`src/rtl/rdr_pkg.sv`:
```
package rdr_pkg;
    localparam int WORD_W    = 24;
    localparam int NUM_CH    = 4;
    localparam int FRAME_W   = WORD_W * NUM_CH;
    localparam int ADDR_W    = 7;
    localparam int CMD_W     = ADDR_W + 1;
    localparam int XFER_BITS = CMD_W + FRAME_W;
    localparam int BITCNT_W  = $clog2(XFER_BITS + 1);

    typedef enum logic [2:0] {
        ST_IDLE,
        ST_SETUP,
        ST_HIGH,
        ST_LOW,
        ST_TAIL,
        ST_GAP1,
        ST_GAP2
    } xfer_state_t;

    typedef logic [FRAME_W-1:0] frame_t;
    typedef logic [WORD_W-1:0]  word_t;

    function automatic logic [CMD_W-1:0] read_cmd(input logic [ADDR_W-1:0] addr);
        return {1'b1, addr};
    endfunction
endpackage

```
`src/rtl/rdr_drdy_edge.sv`:
```
module rdr_drdy_edge #(
    parameter int STAGES = 2
) (
    input  logic clk,
    input  logic rst,
    input  logic drdy_n,
    output logic fall
);
    logic [STAGES:0] sync_q;

    always_ff @(posedge clk) begin
        if (rst) sync_q <= '1;
        else     sync_q <= {sync_q[STAGES-1:0], drdy_n};
    end

    assign fall = sync_q[STAGES] & ~sync_q[STAGES-1];
endmodule

```
`src/rtl/rdr_half_tick.sv`:
```
module rdr_half_tick #(
    parameter int DIV_W = 8
) (
    input  logic             clk,
    input  logic             rst,
    input  logic             en,
    input  logic [DIV_W-1:0] div_half,
    output logic             tick
);
    logic [DIV_W-1:0] cnt_q;

    always_ff @(posedge clk) begin
        if (rst || !en)        cnt_q <= div_half;
        else if (cnt_q == '0)  cnt_q <= div_half;
        else                   cnt_q <= cnt_q - 1'b1;
    end

    assign tick = en && (cnt_q == '0);
endmodule

```
`src/rtl/rdr_xfer_fsm.sv`:
```
module rdr_xfer_fsm
    import rdr_pkg::*;
#(
    parameter logic [ADDR_W-1:0] RD_ADDR = 7'h00
) (
    input  logic   clk,
    input  logic   rst,
    input  logic   start,
    input  logic   tick,
    input  logic   miso,
    output logic   busy,
    output logic   cs_n,
    output logic   sclk,
    output logic   mosi,
    output frame_t frame,
    output logic   done
);
    localparam logic [CMD_W-1:0]    CMD      = read_cmd(RD_ADDR);
    localparam logic [BITCNT_W-1:0] LAST_BIT = BITCNT_W'(XFER_BITS - 1);
    localparam logic [BITCNT_W-1:0] DATA_BIT = BITCNT_W'(CMD_W);

    xfer_state_t         st_q;
    logic [CMD_W-1:0]    cmd_sr;
    logic [BITCNT_W-1:0] bit_cnt;
    frame_t              rx_sr;
    logic                cs_n_q, sclk_q, mosi_q, done_q;

    always_ff @(posedge clk) begin
        if (rst) begin
            st_q    <= ST_IDLE;
            cmd_sr  <= '0;
            bit_cnt <= '0;
            rx_sr   <= '0;
            cs_n_q  <= 1'b1;
            sclk_q  <= 1'b0;
            mosi_q  <= 1'b0;
            done_q  <= 1'b0;
        end else begin
            done_q <= 1'b0;
            case (st_q)
                ST_IDLE: if (start) begin
                    cs_n_q  <= 1'b0;
                    cmd_sr  <= CMD;
                    mosi_q  <= CMD[CMD_W-1];
                    bit_cnt <= '0;
                    st_q    <= ST_SETUP;
                end
                ST_SETUP: if (tick) begin
                    sclk_q <= 1'b1;
                    st_q   <= ST_HIGH;
                end
                ST_HIGH: if (tick) begin
                    sclk_q <= 1'b0;
                    if (bit_cnt >= DATA_BIT) rx_sr <= {rx_sr[FRAME_W-2:0], miso};
                    bit_cnt <= bit_cnt + 1'b1;
                    st_q    <= (bit_cnt == LAST_BIT) ? ST_TAIL : ST_LOW;
                end
                ST_LOW: if (tick) begin
                    sclk_q <= 1'b1;
                    cmd_sr <= {cmd_sr[CMD_W-2:0], 1'b0};
                    mosi_q <= cmd_sr[CMD_W-2];
                    st_q   <= ST_HIGH;
                end
                ST_TAIL: if (tick) begin
                    cs_n_q <= 1'b1;
                    mosi_q <= 1'b0;
                    done_q <= 1'b1;
                    st_q   <= ST_GAP1;
                end
                ST_GAP1: if (tick) st_q <= ST_GAP2;
                ST_GAP2: if (tick) st_q <= ST_IDLE;
                default: st_q <= ST_IDLE;
            endcase
        end
    end

    assign busy  = (st_q != ST_IDLE);
    assign cs_n  = cs_n_q;
    assign sclk  = sclk_q;
    assign mosi  = mosi_q;
    assign frame = rx_sr;
    assign done  = done_q;
endmodule

```
`src/rtl/drdy_spi_reader.sv`:
```
module drdy_spi_reader
    import rdr_pkg::*;
#(
    parameter int                DIV_W   = 8,
    parameter logic [ADDR_W-1:0] RD_ADDR = 7'h00
) (
    input  logic                       clk,
    input  logic                       rst,
    input  logic [DIV_W-1:0]           div_half,
    input  logic                       drdy_n,
    input  logic                       spi_miso,
    output logic                       spi_cs_n,
    output logic                       spi_sclk,
    output logic                       spi_mosi,
    output logic [NUM_CH*WORD_W-1:0]   ch_words,
    output logic                       ch_valid,
    output logic                       overrun
);
    logic   fall, tick, busy, done;
    frame_t frame;
    word_t  word_q [NUM_CH];
    logic   valid_q, ovr_q;

    rdr_drdy_edge #(.STAGES(2)) u_edge (
        .clk(clk), .rst(rst), .drdy_n(drdy_n), .fall(fall)
    );

    rdr_half_tick #(.DIV_W(DIV_W)) u_tick (
        .clk(clk), .rst(rst), .en(busy), .div_half(div_half), .tick(tick)
    );

    rdr_xfer_fsm #(.RD_ADDR(RD_ADDR)) u_fsm (
        .clk(clk), .rst(rst), .start(fall), .tick(tick), .miso(spi_miso),
        .busy(busy), .cs_n(spi_cs_n), .sclk(spi_sclk), .mosi(spi_mosi),
        .frame(frame), .done(done)
    );

    always_ff @(posedge clk) begin
        if (rst) begin
            valid_q <= 1'b0;
            ovr_q   <= 1'b0;
            for (int i = 0; i < NUM_CH; i++) word_q[i] <= '0;
        end else begin
            valid_q <= done;
            ovr_q   <= fall && busy;
            if (done)
                for (int i = 0; i < NUM_CH; i++)
                    word_q[i] <= frame[(NUM_CH-1-i)*WORD_W +: WORD_W];
        end
    end

    for (genvar g = 0; g < NUM_CH; g++) begin : g_ch
        assign ch_words[(NUM_CH-1-g)*WORD_W +: WORD_W] = word_q[g];
    end

    assign ch_valid = valid_q;
    assign overrun  = ovr_q;
endmodule

```
`config.mk`:
```
export PLATFORM = sky130hd
export DESIGN_NAME = drdy_spi_reader
export DESIGN_NICKNAME = d
export VERILOG_FILES = /design/src/rtl/rdr_pkg.sv /design/src/rtl/rdr_drdy_edge.sv /design/src/rtl/rdr_half_tick.sv /design/src/rtl/rdr_xfer_fsm.sv /design/src/rtl/drdy_spi_reader.sv
export SDC_FILE = /design/constraint.sdc
export NUM_CORES = 1
export LEC_CHECK = 0
export BUFFER_PORTS_ARGS = -buffer_cell sky130_fd_sc_hd__buf_2
export CAP_MARGIN = 20
export CORE_AREA = 3 3 189 191
export CTS_CLUSTER_SIZE = 14
export DETAILED_ROUTE_END_ITERATION = 7
export DIE_AREA = 0 0 192 194
export GPL_ROUTABILITY_DRIVEN = 0
export PLACE_DENSITY = 0.49
export SYNTH_ARGS = -nofsm -noshare
export SYNTH_HDL_FRONTEND = slang
export SYNTH_HIERARCHICAL = 1
export SYNTH_SLANG_ARGS = --single-unit
```
`constraint.sdc`:
```
create_clock -name clk -period 4.96 [get_ports clk]
set_input_delay 0.744 -clock clk [delete_from_list [all_inputs] [get_ports clk]]
set_output_delay 0.744 -clock clk [all_outputs]
set_load 0.01 [all_outputs]
```
# Word-level counts from Yosys, hierarchy flattened

Memories as Yosys holds them, arrays and structs flattened.
Index checks and enable logic that the tools add are counted.

RAM bits: 96
Output and inout bits: 101
Register bits: 130
Memories kept: 1

Multiplexer cells: 34
Add/sub/neg operators: 2
Eq/ne operators: 14
Reductions and logical operators: 21
Order comparisons: 1
Bitwise gates (word level): 7

Memories:

| name   | depth | bits a word | read ports | clocked after Yosys merged registers in | write ports | RTL line              | source |
|---|---|---|---|---|---|---|---|
| word_q | 4     | 24          | 4          | 0                                       | 4           | drdy_spi_reader.sv:21 | `word_t word_q [NUM_CH];` |

Operators by type and width:

| cell                                                 | count |
|---|---|
| 2-to-1 mux 24 bit                                    | 4 |
| 2-to-1 mux 7 bit                                     | 4 |
| one-hot mux 7 bit (2 select lines)                   | 2 |
| 2-to-1 mux 3 bit                                     | 7 |
| one-hot mux 3 bit (6 select lines)                   | 1 |
| 2-to-1 mux 8 bit                                     | 2 |
| AND reduction 3 bit                                  | 5 |
| inequality test 2 bit (second input constant)        | 6 |
| 2-to-1 mux 1 bit                                     | 11 |
| equality test 3 bit (second input constant)          | 3 |
| logical NOT 8 bit                                    | 1 |
| nonzero test 2 bit                                   | 4 |
| subtractor 8 x 1 -> 8 bit (second input constant)    | 1 |
| adder 7 x 1 -> 7 bit (second input constant)         | 1 |
| equality test 7 bit (second input constant)          | 1 |
| >= comparator 7 x 4 -> 1 bit (second input constant) | 1 |
| equality test 3 x 2 -> 1 bit (second input constant) | 2 |
| AND reduction 6 bit                                  | 1 |
| nonzero test 3 bit                                   | 2 |
| bitwise OR 1 bit                                     | 4 |
| one-hot mux 1 bit (2 select lines)                   | 2 |
| AND reduction 4 bit                                  | 1 |
| OR reduction 2 bit                                   | 2 |
| equality test 3 x 1 -> 1 bit (second input constant) | 1 |
| other kinds (8)                                      | 10 |

# Longest topological paths before layout

Depth after elaboration: 4
Depth in mapped cells: 12
Gate-level depth less buffers: 8

# Modules after synthesis

The synthesis kept the hierarchy.

By module, submodules not included:

| module          | area each (sq um) | sequential area each (sq um) | cells each | instances |
|---|---|---|---|---|
| rdr_xfer_fsm    | 4057.6            | 2202.1                       | 504        | 1 |
| drdy_spi_reader | 3932.5            | 2922.8                       | 217        | 1 |
| rdr_half_tick   | 464.2             | 160.2                        | 47         | 1 |
| rdr_drdy_edge   | 85.1              | 60.1                         | 7          | 1 |

# Worst setup path after synthesis

No wires, ideal clock.

Path kind: input to register
Start: input port rst
End: memory word_q[0][0] (netlist bit) (enable)
Setup time: 0.414 ns
Path buffers: 1
Path slack: 2.442 ns
Data arrival time: 2.104 ns
Stages: 2
Cell sequence: buf_2 > or2_2

RTL lines:

| element     | RTL line              | source |
|---|---|---|
| from (decl) | drdy_spi_reader.sv:8  | `input logic rst,` |
| to (decl)   | drdy_spi_reader.sv:21 |  |

# Final worst setup path

Start: register u_fsm.st_q[2]
End: register u_fsm.rx_sr[8] (netlist: u_fsm/frame[8])

Longest elaborated chain between the ends: 3

Ends and longest elaborated chain:

| element                       | RTL line              | source |
|---|---|---|
| from (decl)                   | rdr_xfer_fsm.sv:22    | `xfer_state_t st_q;` |
| from (signal assigned)        | rdr_xfer_fsm.sv:56    | `st_q <= (bit_cnt == LAST_BIT) ? ST_TAIL : ST_LOW;` |
| nonzero test 3 bit            | rdr_xfer_fsm.sv:77    | `assign busy = (st_q != ST_IDLE);` |
| named net busy                | drdy_spi_reader.sv:19 | `logic fall, tick, busy, done;` |
| logical AND 1 bit             | rdr_half_tick.sv:18   | `assign tick = en && (cnt_q == '0);` |
| named net tick                | drdy_spi_reader.sv:19 |  |
| AND reduction 3 bit (no line) | -                     |  |
| to (signal assigned)          | rdr_xfer_fsm.sv:54    | `if (bit_cnt >= DATA_BIT) rx_sr <= {rx_sr[FRAME_W-2:0], miso};` |
| to (decl)                     | rdr_xfer_fsm.sv:25    | `frame_t rx_sr;` |

The timed path passes the listed nets, and every way through them passes these cells.
A chain may end at the register's enable or synchronous reset.

==> metrics.cfg <==
[run_status]
status=complete, no violations

[clock_tree]
cts_resized=0
cts.sinks=219
postCtsHoldBufs=0
numCtsBuffers=25
path_clk_slew_ns=0.06
post_cts_buffers=0
htreeDepth=1
root_buffer=clkbuf_16
clk-insertion-delay-late_ns=0.52
tritoncts=yes
cts_buffer_depth=3

[logic_synthesis]
yosysTopAreaCell=edfxtp_1
synthFlopType=dfxtp_1
synthAdderAreaFrac_pct=0.586
yosys.area_share.simple_pct=22.4
ys_warn_count=6
syn_avg_cell_area_um2=11.0
async_reset_ff_share_pct=0
seq_area_frac_synth_pct=62.6
synth-seq-cells=219
mappedNetlistArea_um2=8540
synthDistinctLibCells=49
synth_compound_area_share_pct=8.56
synth_top_area_share_pct=33.8
netlist_instances=775
synth_top_family_by_area=simple AND/OR/NAND/NOR gates
synth_fp_nets=791
synth-xor-area-share_pct=1.13
yosys-top-cells-area=edfxtp_1 34%, dfxtp_1 29%, and3b_1 9.2%
synth_edf_count=96
synth.mux.area_fraction_pct=0.366

[timing]
final.period_utilization_pct=66.4
max_freq_mhz=304
maxSlewHeadroom_pct=29.9
drv_slew=0
finalCriticalPeriod_ns=3.29
finalSetupTns_ns=0
fin_skew_ns=0.0140
worst_pin_slew_ns=1.05
hold_viol_final=0
rsz0062_at_grt=false
setup_viol=0

[layout]
final_cell_mix=200 x nand2_1, 122 x dfxtp_1, 111 x buf_2
mostFrequentLayoutCell=nand2_1
finalNonFillerCells=1335
drive_gt1_share_pct=20.0
utilization_pct=29.7
synthToLayoutAreaGrowth_pct=19.4
fillers=3541
nNetsFinal=878
insertedDiodeCount=0

[floorplan]
initial_core_util_pct=24.9
die_h_um=194
coreArea_um2=34300
num_rows=68
die_area_um2=37200
fp.dieW_um=192
ioPinCount=113

[grt]
track_usage_pct=9.59
overflow=0
grt_max_degree=99
antenna_found_initial=0
grt_pass1_wl_um=29100
grt_pass1_vias=5422

[setup_path]
worst-path-max-fanout=50
crit_start=u_fsm/st_q[2]$_SDFFE_PP0P_
cpPeakStageDelay_ns=0.86
crit_path_cell_trace=or3_1 -> inv_1 -> nor2_1 -> and4bb_4 -> o41a_2 -> buf_12 -> nand2_1 -> a21oi_1
reg2reg_slack_ns=1.67
reg2reg_to=u_fsm/frame[8]$_SDFFE_PP0P_
worstPathRequired_ns=5.39
critPathLaunchType=register
arrival_ns=3.72
crit_buf_inv=2
cpMaxStageDelayCell=o41a_2
critical_path_class=register to register
timing.rr.start=u_fsm/st_q[2]$_SDFFE_PP0P_
r2r_cells=8
path_delay_family=simple AND/OR/NAND/NOR gates
endpoint_kind=register
crit_path_end=u_fsm/frame[8]$_SDFFE_PP0P_
crit_cells=8

[placement]
dp_cells=1290
post-dp-hpwl_um=10200
port_buffers=112

[route]
drt_iter0_markers=257
viasPerCell=4.18
wl_per_cell_um=13.6
drt-total-wl_um=18200
drc=0
detail-route-antenna-nets=0
vias=5582
first_pass_iters=6

[worst_hold_path]
hold_depth=2
hold_class=input pin to register

[flow_run]
cap_violations=0

[pwr]
clkPwrFrac_pct=47.1
p_seq_share_pct=49.5
vdd_ir_drop_max_mv=0.260
p_leak_nw=4.05
p_int_mw=3.08
powerDensity_nw_per_um2=382
p_switching_uw=820
p_sw_share_pct=21.0
pwr-share-comb_pct=3.3

[layout make-up]
cell class | instances | area [um2] | area share (%)
sequential | 219 | 5350 | 52.4
multi-input combinational | 491 | 2820 | 27.7
clock buffer | 37 | 691 | 6.77
timing repair buffer | 118 | 624 | 6.12
tap | 455 | 569 | 5.58
clock inverter | 8 | 120 | 1.18
inverter | 7 | 26.3 | 0.258
[synth_stat cells (3+ instances only)]
library cell and count:
nor3_1 3, xor2_1 4, nand2_1 200, nand3_1 4, buf_2 20, or2_1 3, buf_6 9, a21oi_1 103
dfxtp_1 123, and3b_2 7, and3b_1 90, nor2b_1 3, edfxtp_1 96, nor2_1 18, clkbuf_1 18, nor2_2 4
xnor2_1 7, nor3b_1 3, ha_1 4, a21oi_2 5, o21ai_0 4, clkbuf_2 7, inv_1 7
[power groups by stage]
stage	sequential (mW)	combinational (mW)	clock (mW)
after global placement	1.97	0.134	0
after floorplan	1.98	0.0670	0
after CTS	1.93	0.135	1.92
final	1.93	0.130	1.84
after global routing	1.93	0.145	2.01
after detailed placement	1.97	0.135	0
[routing by layer]
metal | vias to the layer above | part of all wire (%) | global-route usage (%)
li1 | 2842 | - | -
met1 | 2627 | 48 | 13.0
met5 | - | 0 | 0
met2 | 91 | 45 | 15.3
met4 | 0 | 1.7 | 2.89
met3 | 22 | 5.0 | 2.19
[per-stage QoR]
| step | worst slack (ns) | instance area, um2 | total power, mW | hold slack (ns) |
|---|---|---|---|---|
| after floorplan | 2.44 | 8540 | 2.05 | 0.383 |
| after global placement | 1.67 | 9390 | 2.10 | 0.404 |
| after detailed placement | 1.67 | 9390 | 2.10 | 0.411 |
| after CTS | 1.64 | 10200 | 3.99 | 0.363 |
| after global routing | 1.34 | 10200 | 4.09 | 0.380 |
| final | 1.67 | 10200 | 3.90 | 0.401 |
[how the worst min path moves through the flow]
| stage | startpoint | end | slack [ns] |
|---|---|---|---|
| final | drdy_n | u_edge/sync_q[0]$_SDFF_PP1_ | 0.40 |
| after global placement | u_edge/sync_q[0]$_SDFF_PP1_ | u_edge/sync_q[1]$_SDFF_PP1_ | 0.40 |
| after global routing | drdy_n | u_edge/sync_q[0]$_SDFF_PP1_ | 0.38 |
| after floorplan | u_edge/sync_q[0]$_SDFF_PP1_ | u_edge/sync_q[1]$_SDFF_PP1_ | 0.38 |
| after detailed placement | u_edge/sync_q[0]$_SDFF_PP1_ | u_edge/sync_q[1]$_SDFF_PP1_ | 0.41 |
| after CTS | drdy_n | u_edge/sync_q[0]$_SDFF_PP1_ | 0.36 |
[state kept, by name (all words and copies together) (netlist names)]
signal and cells:
u_fsm/frame 96, u_edge/sync_q 3, overrun 1, u_fsm/mosi 1, u_fsm/sclk 1, u_fsm/st_q 3, u_tick/cnt_q 8, ch_valid 1
word_q 96, u_fsm/bit_cnt 7, u_fsm/done 1, u_fsm/cs_n 1
[cells by family after synthesis]
kind of cell,Yosys count
adder cells (fa/ha/maj),4
buffers and inverters,65
AO/OA/AOI/OAI,126
multiplexers,3
AND/OR/NAND/NOR,347
flip-flops,219
XOR/XNOR,11
[worst register-to-register path: cells and delay by family, from the launching register on]
| family | cells | cell delay (ns) |
|---|---|---|
| AO/OA/AOI/OAI | 2 | 1.01 |
| buffers and inverters | 2 | 0.42 |
| flip-flops | 1 | 0.62 |
| AND/OR/NAND/NOR | 4 | 1.16 |
(Power assumes the default switching activity.)
